<file path="src/rtl/rtc_pkg.sv">
package rtc_pkg;
    localparam int NIB_W  = 4;
    localparam int ADR_W  = 4;

    localparam logic [ADR_W-1:0] A_S1   = 4'h0;
    localparam logic [ADR_W-1:0] A_S10  = 4'h1;
    localparam logic [ADR_W-1:0] A_MI1  = 4'h2;
    localparam logic [ADR_W-1:0] A_MI10 = 4'h3;
    localparam logic [ADR_W-1:0] A_H1   = 4'h4;
    localparam logic [ADR_W-1:0] A_H10  = 4'h5;
    localparam logic [ADR_W-1:0] A_WD   = 4'h6;
    localparam logic [ADR_W-1:0] A_D1   = 4'h7;
    localparam logic [ADR_W-1:0] A_D10  = 4'h8;
    localparam logic [ADR_W-1:0] A_MO1  = 4'h9;
    localparam logic [ADR_W-1:0] A_MO10 = 4'hA;
    localparam logic [ADR_W-1:0] A_Y1   = 4'hB;
    localparam logic [ADR_W-1:0] A_Y10  = 4'hC;
    localparam logic [ADR_W-1:0] A_CLR  = 4'hE;
    localparam logic [ADR_W-1:0] A_STD  = 4'hF;

    typedef enum logic [1:0] {
        ST_IDLE = 2'd0,
        ST_ADDR = 2'd1,
        ST_WR   = 2'd2,
        ST_RD   = 2'd3
    } bus_st_e;

    typedef struct packed {
        logic       m24;
        logic       pm;
        logic [1:0] ph;
        logic [3:0] y10;
        logic [3:0] y1;
        logic       mo10;
        logic [3:0] mo1;
        logic [1:0] d10;
        logic [3:0] d1;
        logic [2:0] w;
        logic [1:0] h10;
        logic [3:0] h1;
        logic [2:0] mi10;
        logic [3:0] mi1;
        logic [2:0] s10;
        logic [3:0] s1;
    } rtc_time_t;
endpackage

</file>
<file path="src/rtl/rtc_bus_fsm.sv">
module rtc_bus_fsm
    import rtc_pkg::*;
(
    input  logic             clk,
    input  logic             rst_n,
    input  logic             cs_a,
    input  logic             cs_b,
    input  logic             adr_wr,
    input  logic [ADR_W-1:0] addr_in,
    input  logic             wr_stb,
    input  logic             rd_stb,
    output logic [ADR_W-1:0] lat_addr,
    output logic             wr_fire,
    output logic             rd_act
);
    bus_st_e st, st_nx;
    logic    sel;

    assign sel = cs_a && cs_b;

    always_comb begin
        st_nx = st;
        unique case (st)
            ST_IDLE: if (sel && adr_wr) st_nx = ST_ADDR;
            ST_ADDR: begin
                if (sel && wr_stb && !rd_stb)      st_nx = ST_WR;
                else if (sel && rd_stb && !wr_stb) st_nx = ST_RD;
            end
            ST_WR:   if (!wr_stb || !sel) st_nx = ST_ADDR;
            ST_RD:   if (!rd_stb || !sel) st_nx = ST_ADDR;
        endcase
    end

    always_ff @(posedge clk or negedge rst_n) begin
        if (!rst_n) begin
            st       <= ST_IDLE;
            lat_addr <= '0;
        end else begin
            st <= st_nx;
            if (sel && adr_wr && (st == ST_IDLE || st == ST_ADDR))
                lat_addr <= addr_in;
        end
    end

    always_comb begin
        wr_fire = 1'b0;
        rd_act  = 1'b0;
        unique case (st)
            ST_IDLE: ;
            ST_ADDR: wr_fire = sel && wr_stb && !rd_stb;
            ST_WR:   ;
            ST_RD:   rd_act = 1'b1;
        endcase
    end

    p_rd_after_strobe_r14: assert property (@(posedge clk) disable iff (!rst_n)
        rd_act |-> $past(rd_stb && cs_a && cs_b));
    p_wr_needs_both_cs_r12: assert property (@(posedge clk) disable iff (!rst_n)
        (st == ST_WR && $past(st) == ST_ADDR) |-> $past(cs_a && cs_b && wr_stb));
endmodule

</file>
<file path="src/rtl/rtc_digit_chain.sv">
module rtc_digit_chain
    import rtc_pkg::*;
(
    input  logic             clk,
    input  logic             rst_n,
    input  logic             tick,
    input  logic             we,
    input  logic [ADR_W-1:0] waddr,
    input  logic [NIB_W-1:0] wdata,
    output rtc_time_t        t
);
    rtc_time_t  nx;
    logic       cy_s1, cy_s10, cy_mi1, hr_cy, day_cy, mo_cy, yr_cy;
    logic       is_feb, is_thirty, leap;
    logic [1:0] yr_rem;
    logic [1:0] last_d10;
    logic [3:0] last_d1;

    assign yr_rem    = {t.y10[0], 1'b0} + t.y1[1:0];
    assign leap      = (yr_rem == (2'd0 - t.ph));
    assign is_feb    = !t.mo10 && t.mo1 == 4'd2;
    assign is_thirty = (!t.mo10 && (t.mo1 == 4'd4 || t.mo1 == 4'd6 || t.mo1 == 4'd9))
                     || (t.mo10 && t.mo1 == 4'd1);

    always_comb begin
        if (is_feb) begin
            last_d10 = 2'd2;
            last_d1  = leap ? 4'd9 : 4'd8;
        end else begin
            last_d10 = 2'd3;
            last_d1  = is_thirty ? 4'd0 : 4'd1;
        end
    end

    always_comb begin
        nx     = t;
        day_cy = 1'b0;
        mo_cy  = 1'b0;
        yr_cy  = 1'b0;
        cy_s1  = tick && t.s1 == 4'd9;
        cy_s10 = cy_s1 && t.s10 == 3'd5;
        cy_mi1 = cy_s10 && t.mi1 == 4'd9;
        hr_cy  = cy_mi1 && t.mi10 == 3'd5;
        if (tick)   nx.s1   = cy_s1  ? 4'd0 : t.s1 + 4'd1;
        if (cy_s1)  nx.s10  = cy_s10 ? 3'd0 : t.s10 + 3'd1;
        if (cy_s10) nx.mi1  = cy_mi1 ? 4'd0 : t.mi1 + 4'd1;
        if (cy_mi1) nx.mi10 = hr_cy  ? 3'd0 : t.mi10 + 3'd1;
        if (hr_cy) begin
            if (t.m24) begin
                if (t.h10 == 2'd2 && t.h1 == 4'd3) begin
                    nx.h10 = 2'd0; nx.h1 = 4'd0; day_cy = 1'b1;
                end else if (t.h1 == 4'd9) begin
                    nx.h1 = 4'd0; nx.h10 = t.h10 + 2'd1;
                end else nx.h1 = t.h1 + 4'd1;
            end else begin
                if (t.h10 == 2'd1 && t.h1 == 4'd1) begin
                    nx.h1 = 4'd2; nx.pm = !t.pm; day_cy = t.pm;
                end else if (t.h10 == 2'd1 && t.h1 == 4'd2) begin
                    nx.h10 = 2'd0; nx.h1 = 4'd1;
                end else if (t.h1 == 4'd9) begin
                    nx.h1 = 4'd0; nx.h10 = 2'd1;
                end else nx.h1 = t.h1 + 4'd1;
            end
        end
        if (day_cy) begin
            nx.w = (t.w == 3'd6) ? 3'd0 : t.w + 3'd1;
            if (t.d10 == last_d10 && t.d1 == last_d1) begin
                nx.d10 = 2'd0; nx.d1 = 4'd1; mo_cy = 1'b1;
            end else if (t.d1 == 4'd9) begin
                nx.d1 = 4'd0; nx.d10 = t.d10 + 2'd1;
            end else nx.d1 = t.d1 + 4'd1;
        end
        if (mo_cy) begin
            if (t.mo10 && t.mo1 == 4'd2) begin
                nx.mo10 = 1'b0; nx.mo1 = 4'd1; yr_cy = 1'b1;
            end else if (t.mo1 == 4'd9) begin
                nx.mo1 = 4'd0; nx.mo10 = 1'b1;
            end else nx.mo1 = t.mo1 + 4'd1;
        end
        if (yr_cy) begin
            if (t.y1 == 4'd9) begin
                nx.y1  = 4'd0;
                nx.y10 = (t.y10 == 4'd9) ? 4'd0 : t.y10 + 4'd1;
            end else nx.y1 = t.y1 + 4'd1;
        end
        if (we) begin
            case (waddr)
                A_S1:   nx.s1   = wdata;
                A_S10:  nx.s10  = wdata[2:0];
                A_MI1:  nx.mi1  = wdata;
                A_MI10: nx.mi10 = wdata[2:0];
                A_H1:   nx.h1   = wdata;
                A_H10:  begin nx.m24 = wdata[3]; nx.pm = wdata[2]; nx.h10 = wdata[1:0]; end
                A_WD:   nx.w    = wdata[2:0];
                A_D1:   nx.d1   = wdata;
                A_D10:  begin nx.ph = wdata[3:2]; nx.d10 = wdata[1:0]; end
                A_MO1:  nx.mo1  = wdata;
                A_MO10: nx.mo10 = wdata[0];
                A_Y1:   nx.y1   = wdata;
                A_Y10:  nx.y10  = wdata;
                default: ;
            endcase
        end
    end

    always_ff @(posedge clk or negedge rst_n) begin
        if (!rst_n) begin
            t     <= '0;
            t.m24 <= 1'b1;
            t.d1  <= 4'd1;
            t.mo1 <= 4'd1;
        end else begin
            t <= nx;
        end
    end

    p_sec_units_wrap_r2: assert property (@(posedge clk) disable iff (!rst_n)
        (tick && t.s1 == 4'd9 && !(we && waddr == A_S1)) |=> (t.s1 == 4'd0));
    p_hour24_wrap_r3: assert property (@(posedge clk) disable iff (!rst_n)
        (hr_cy && t.m24 && t.h10 == 2'd2 && t.h1 == 4'd3
         && !(we && (waddr == A_H1 || waddr == A_H10))) |=> (t.h10 == 2'd0 && t.h1 == 4'd0));
    p_pm_toggle_r4: assert property (@(posedge clk) disable iff (!rst_n)
        (hr_cy && !t.m24 && t.h10 == 2'd1 && t.h1 == 4'd1 && !(we && waddr == A_H10))
        |=> (t.pm != $past(t.pm)));
    p_wday_wrap_r7: assert property (@(posedge clk) disable iff (!rst_n)
        (day_cy && t.w == 3'd6 && !(we && waddr == A_WD)) |=> (t.w == 3'd0));
endmodule

</file>
<file path="src/rtl/bcd_rtc_regfile.sv">
module bcd_rtc_regfile
    import rtc_pkg::*;
(
    input  logic             clk,
    input  logic             rst_n,
    input  logic             cs_a,
    input  logic             cs_b,
    input  logic             adr_wr,
    input  logic [ADR_W-1:0] addr_in,
    input  logic             wr_stb,
    input  logic             rd_stb,
    input  logic [NIB_W-1:0] din,
    output logic [NIB_W-1:0] dout,
    output logic             dout_en,
    input  logic             tick_1hz,
    input  logic [NIB_W-1:0] std_in,
    output logic             presc_clr
);
    logic [ADR_W-1:0] lat_addr;
    logic             wr_fire, rd_act, clr_fire, digit_we, tick_eff;
    rtc_time_t        tm;
    logic [NIB_W-1:0] rd_mux;

    rtc_bus_fsm u_bus (
        .clk(clk), .rst_n(rst_n), .cs_a(cs_a), .cs_b(cs_b), .adr_wr(adr_wr),
        .addr_in(addr_in), .wr_stb(wr_stb), .rd_stb(rd_stb),
        .lat_addr(lat_addr), .wr_fire(wr_fire), .rd_act(rd_act)
    );

    assign clr_fire = wr_fire && lat_addr == A_CLR;
    assign digit_we = wr_fire && lat_addr <= A_Y10;
    assign tick_eff = tick_1hz && !clr_fire;

    rtc_digit_chain u_chain (
        .clk(clk), .rst_n(rst_n), .tick(tick_eff), .we(digit_we),
        .waddr(lat_addr), .wdata(din), .t(tm)
    );

    always_ff @(posedge clk or negedge rst_n) begin
        if (!rst_n) presc_clr <= 1'b0;
        else        presc_clr <= clr_fire;
    end

    always_comb begin
        rd_mux = '0;
        case (lat_addr)
            A_S1:   rd_mux = tm.s1;
            A_S10:  rd_mux = {1'b0, tm.s10};
            A_MI1:  rd_mux = tm.mi1;
            A_MI10: rd_mux = {1'b0, tm.mi10};
            A_H1:   rd_mux = tm.h1;
            A_H10:  rd_mux = {1'b0, tm.pm && !tm.m24, tm.h10};
            A_WD:   rd_mux = {1'b0, tm.w};
            A_D1:   rd_mux = tm.d1;
            A_D10:  rd_mux = {tm.ph, tm.d10};
            A_MO1:  rd_mux = tm.mo1;
            A_MO10: rd_mux = {3'b000, tm.mo10};
            A_Y1:   rd_mux = tm.y1;
            A_Y10:  rd_mux = tm.y10;
            A_STD:  rd_mux = std_in;
            default: rd_mux = '0;
        endcase
    end

    assign dout    = rd_act ? rd_mux : '0;
    assign dout_en = rd_act;

    p_clr_single_pulse_r10: assert property (@(posedge clk) disable iff (!rst_n)
        presc_clr |=> !presc_clr);
    p_clr_freezes_seconds_r10: assert property (@(posedge clk) disable iff (!rst_n)
        clr_fire |=> $stable(tm.s1));
endmodule

</file>
<file path="config.mk">
export PLATFORM = sky130hd
export DESIGN_NAME = bcd_rtc_regfile
export DESIGN_NICKNAME = d
export VERILOG_FILES = /design/src/rtl/rtc_pkg.sv /design/src/rtl/rtc_bus_fsm.sv /design/src/rtl/rtc_digit_chain.sv /design/src/rtl/bcd_rtc_regfile.sv
export SDC_FILE = /design/constraint.sdc
export NUM_CORES = 1
export LEC_CHECK = 0
export ABC_AREA = 1
export CAP_MARGIN = 20
export CORE_ASPECT_RATIO = 0.6
export CORE_MARGIN = 2
export CORE_UTILIZATION = 54
export CTS_CLUSTER_DIAMETER = 30
export DETAILED_ROUTE_END_ITERATION = 8
export PLACE_DENSITY = 0.77
export SYNTH_ARGS = -nofsm -noshare
export SYNTH_HDL_FRONTEND = slang
export SYNTH_SLANG_ARGS = --single-unit
</file>
<file path="constraint.sdc">
create_clock -name clk -period 2 [get_ports clk]
set_input_delay 0.2 -clock clk [delete_from_list [all_inputs] [get_ports clk]]
set_output_delay 0.2 -clock clk [all_outputs]
set_load 0.02 [all_outputs]
</file>
==> parameters.txt <==
Parameter                              Value

Die
  Floorplan die height    69.91 um
  DIE WIDTH    113.9 um
  DIE AREA    7960 sq um
  Area of the core    6849 sq um
  I/O Pins    26
  Row cnt    23
  Initial cell density of the core    57.09%

Global routing
  Global-route usage over all layers    34.27%
  Maximum number of pins on one net before global-route repair    29
  Wire length of the first global-routing pass    21.32 mm
  Antenna violations before repair    0
  Vias in the first global route    4,285
  Total grt overflow    0

Placement
  Number of placed instances, taps included    761
  Detail Placement HPWL    9.581 mm
  Worst slack at placement    -0.3680 ns
  Area of placed instances    4828 sq um
  Placer congestion estimate    0.9616
  Quantity of I/O buffers inserted on ports    25

STA
  Final Max Tran Viols    0
  Final setup violating endpoints    31
  Hold slack    0.4369 ns
  Final critical-path required period    2.136 ns
  Crit share post-route    106.8%
  Tightest Pin Transition    0.5417 ns
  Setup skew after layout    0.005058 ns
  Fin. Hold Viols    0
  Final critical-path setup slack    -0.1363 ns
  Max-slew headroom at the worst pin    63.85%
  Maximum clock frequency    468.1 MHz
  Unrepaired setup endpoints after global routing    yes

Power
  Static power due to leakage    0.002823 uW
  Cell area power density    1123 nW/um^2
  Peak ir drop on the vdd network    0.6240 mV

Clocking
  TritonCTS clock tree    built
  Max Buffers Root-to-Sink    2
  Clock transition at the registers of the reported paths    0.07 ns
  Root Driver    sky130_fd_sc_hd__clkbuf_16
  Clock sink count    53
  H-tree depth reported by CTS    2
  TritonCTS Buffers    5
  Clock latency on the worst-skew pair    0.30 ns

Logic synthesis
  Count of synthesis-stage warnings from yosys    0
  Fraction of the yosys area taken by sequential cells    34.02%
  Average cell area after synthesis    6.812 sq um
  Post-synthesis instance total    574
  Number of register bits inferred by synthesis    53
  Cell area after technology mapping    3910 sq um
  Number of distinct library cells after synthesis    37
  Post-synth net total    608

Final layout
  Register Area    1334 sq um
  Fillcell total    428
  Growth of design area from synthesis to finish    44.32%
  Final Instance Area    5643 sq um
  Ratio of cells with drive above 1 in the final layout    32.43%
  Total Nets Final    736
  Area taken by multi-input logic gates    2582 sq um
  Core Util, Final    82.39%
  Cell Count, Final, Fillers Out    790
  Number of diodes    0

Status
  Outcome    complete, but fails checks
  Failing checks    setup timing

Setup path
  Delay of the slowest cell on the worst path    0.45 ns
  Arrival time reported for the critical path endpoint    2.31 ns
  Cell occurring most often along the worst timing path    sky130_fd_sc_hd__buf_6
  Ordered list of cells on the worst path    inv_2, buf_6, nand2_8, buf_6, nor2_4, nand3_4, nand4_4, nor2_8, nand3_4, clkinvlp_4, buf_6, nand2_2, nand2_1, nand3_1, o21ai_1
  CP Max Fanout    6
  Worst path required time    2.18 ns
  Category of the most critical setup path    reg2reg
  Worst Setup Start Kind    register
  Nature of the critical path endpoint    register
  Slowest-stage cell, CP    sky130_fd_sc_hd__dfrtp_2

Job
  Number of max-cap violations    0

Drt
  DR DRC count    0
  Final routed wire length divided by cell count    18.07 um
  Number of nets still failing antenna checks after routing    0
  Iter 0 DRT Violations    574
  Number of optimization iterations in the first detailed-route pass    7
  Total wire length after detailed routing    14.28 mm
  Via count normalized by instance count    5.878
  Count of vias placed by the detailed router    4,644

Hold path
  Hold WC Path Type    in2async
-- synthesized netlist by cell type --
cell type / number / area [sq um]
sky130_fd_sc_hd__nand4_1: 5 / 31.28
sky130_fd_sc_hd__nor2_2: 3 / 18.77
sky130_fd_sc_hd__nor3_1: 8 / 40.04
sky130_fd_sc_hd__ha_1: 14 / 175.2
sky130_fd_sc_hd__o21ai_0: 61 / 305.3
sky130_fd_sc_hd__a41oi_1: 3 / 26.28
sky130_fd_sc_hd__o22ai_1: 19 / 118.9
sky130_fd_sc_hd__xor2_1: 4 / 35.03
sky130_fd_sc_hd__nand3_1: 50 / 250.2
sky130_fd_sc_hd__a211oi_1: 1 / 7.510
sky130_fd_sc_hd__mux2_2: 2 / 22.52
sky130_fd_sc_hd__dfrtp_1: 50 / 1251
sky130_fd_sc_hd__o311ai_0: 1 / 8.760
sky130_fd_sc_hd__o21ai_1: 3 / 15.01
sky130_fd_sc_hd__dfstp_2: 3 / 78.83
sky130_fd_sc_hd__nand2_1: 116 / 435.4
sky130_fd_sc_hd__xnor2_1: 1 / 8.760
sky130_fd_sc_hd__nor2_1: 62 / 232.7
sky130_fd_sc_hd__inv_2: 4 / 15.01
sky130_fd_sc_hd__buf_2: 1 / 5.000
sky130_fd_sc_hd__a22oi_1: 1 / 7.510
sky130_fd_sc_hd__nand3_4: 2 / 35.03
sky130_fd_sc_hd__a21oi_1: 21 / 105.1
sky130_fd_sc_hd__o211ai_1: 7 / 52.55
sky130_fd_sc_hd__nand3_2: 1 / 10.01
sky130_fd_sc_hd__nand2_2: 3 / 18.77
sky130_fd_sc_hd__a31oi_1: 4 / 25.02
sky130_fd_sc_hd__nand4_4: 1 / 21.27
sky130_fd_sc_hd__a21o_1: 1 / 7.510
sky130_fd_sc_hd__a2111oi_0: 1 / 8.760
sky130_fd_sc_hd__nand4_2: 1 / 12.51
sky130_fd_sc_hd__clkbuf_2: 1 / 5.000
sky130_fd_sc_hd__nor2_8: 2 / 40.04
sky130_fd_sc_hd__buf_6: 1 / 11.26
sky130_fd_sc_hd__inv_1: 109 / 409.1
sky130_fd_sc_hd__or2_2: 1 / 6.260
sky130_fd_sc_hd__a221oi_1: 6 / 52.55
-- registers in the layout, summed over array words and instances (netlist names) --
signal          cells
u_chain.t          46
u_bus.lat_addr      4
u_bus.st            2
presc_clr           1
-- logic make-up (layout without fill, tap and decap cells) --
group	count (synthesis)	after routing	share of synthesized area, %
adders and majority gates	14	14	4.480
xor gates and xnor gates	5	5	1.120
AOI/OAI and AO/OA	129	129	18.94
muxes	2	2	0.5760
and+or+nand+nor	255	255	29.47
buffers and inverters	116	245	11.39
DFF	53	53	34.02
-- per-layer routing --
metal  global-route usage, %  vias to the layer above  wire [um]
met5                       0                        -          0
met4                   9.350                        0        308
met3                   7.726                       35       1413
met2                   49.63                      281       6244
met1                   51.38                     2184       6311
li1                        -                     2144          -
-- worst max-delay path: cells and delay by family, from the launching register on --
kind                   cells  cell delay [ns]
AO/OA/AOI/OAI              1             0.07
buffers and inverters      5             0.71
flip-flops                 1             0.45
AND/OR/NAND/NOR            9             0.79
-- layout by cell type (no fill, tap or decap), drive strengths merged, types with 6 or more instances in the layout --
| cell | synthesis | final |
|---|---|---|
| nand3 | 53 | 53 |
| o211ai | 7 | 7 |
| a221oi | 6 | 6 |
| nor2 | 67 | 67 |
| inv | 113 | 112 |
| nand2 | 119 | 119 |
| o22ai | 19 | 19 |
| clkbuf | 1 | 8 |
| dfrtp | 50 | 50 |
| a21oi | 21 | 21 |
| nor3 | 8 | 8 |
| o21ai | 64 | 64 |
| clkdlybuf4s50 | 0 | 20 |
| nand4 | 7 | 7 |
| buf | 2 | 103 |
| ha | 14 | 14 |
-- timing repair --
| item | 4_1_cts | 5_1_grt |
|---|---|---|
| setup buffers | 16 | 7 |
| endpoints found under the hold margin | 50 | 0 |
| endpoints found under the setup margin | 24 | 49 |
| gates resized for setup | 55 | 139 |
| pin swaps | 12 | 30 |
| hold buffers | 1 | 0 |
-- path summary, 6_finish.rpt --
kind                                           to               from  slack [ns]  cells after the start
worst max-delay path                u_chain.t[21]  u_bus.lat_addr[0]       -0.14                     15
worst min-delay path                u_chain.t[18]              rst_n        0.44                      3
worst max register to register      u_chain.t[21]  u_bus.lat_addr[0]       -0.14                     15
worst min register to register      u_chain.t[45]      u_chain.t[45]        0.54                      2
max in group asynchronous           u_chain.t[29]              rst_n        1.22                      3
min in group clk                u_bus.lat_addr[2]         addr_in[2]        0.48                      3
-- per-stage QoR --
step | power, uW | setup TNS (ns)
after floorplan | 3329 | 0
after global placement | 4416 | -4.998
after detailed placement | 4524 | -6.626
after CTS | 5699 | -1.995
after global routing | 6736 | -5.102
final | 6337 | -2.114
-- where the power goes --
| part | switching [uW] | internal (uW) | total (uW) | leakage [uW] |
|---|---|---|---|---|
| combinational | 2060 | 1540 | 3600 | 0.00213 |
| sequential | 414 | 1450 | 1860 | 0.000629 |
| clock | 410 | 468 | 878 | 0.0000652 |
| total | 2880 | 3450 | 6340 | 0.00282 |
-- area by class of cell --
type	instances	share of cell area [%]
clock buffers	8	2.417
inverters	113	7.672
multi-input cells	405	45.77
flip-flops and latches	53	23.64
well taps	87	1.929
repair buffers	124	18.58
(Power assumes the default switching activity.)
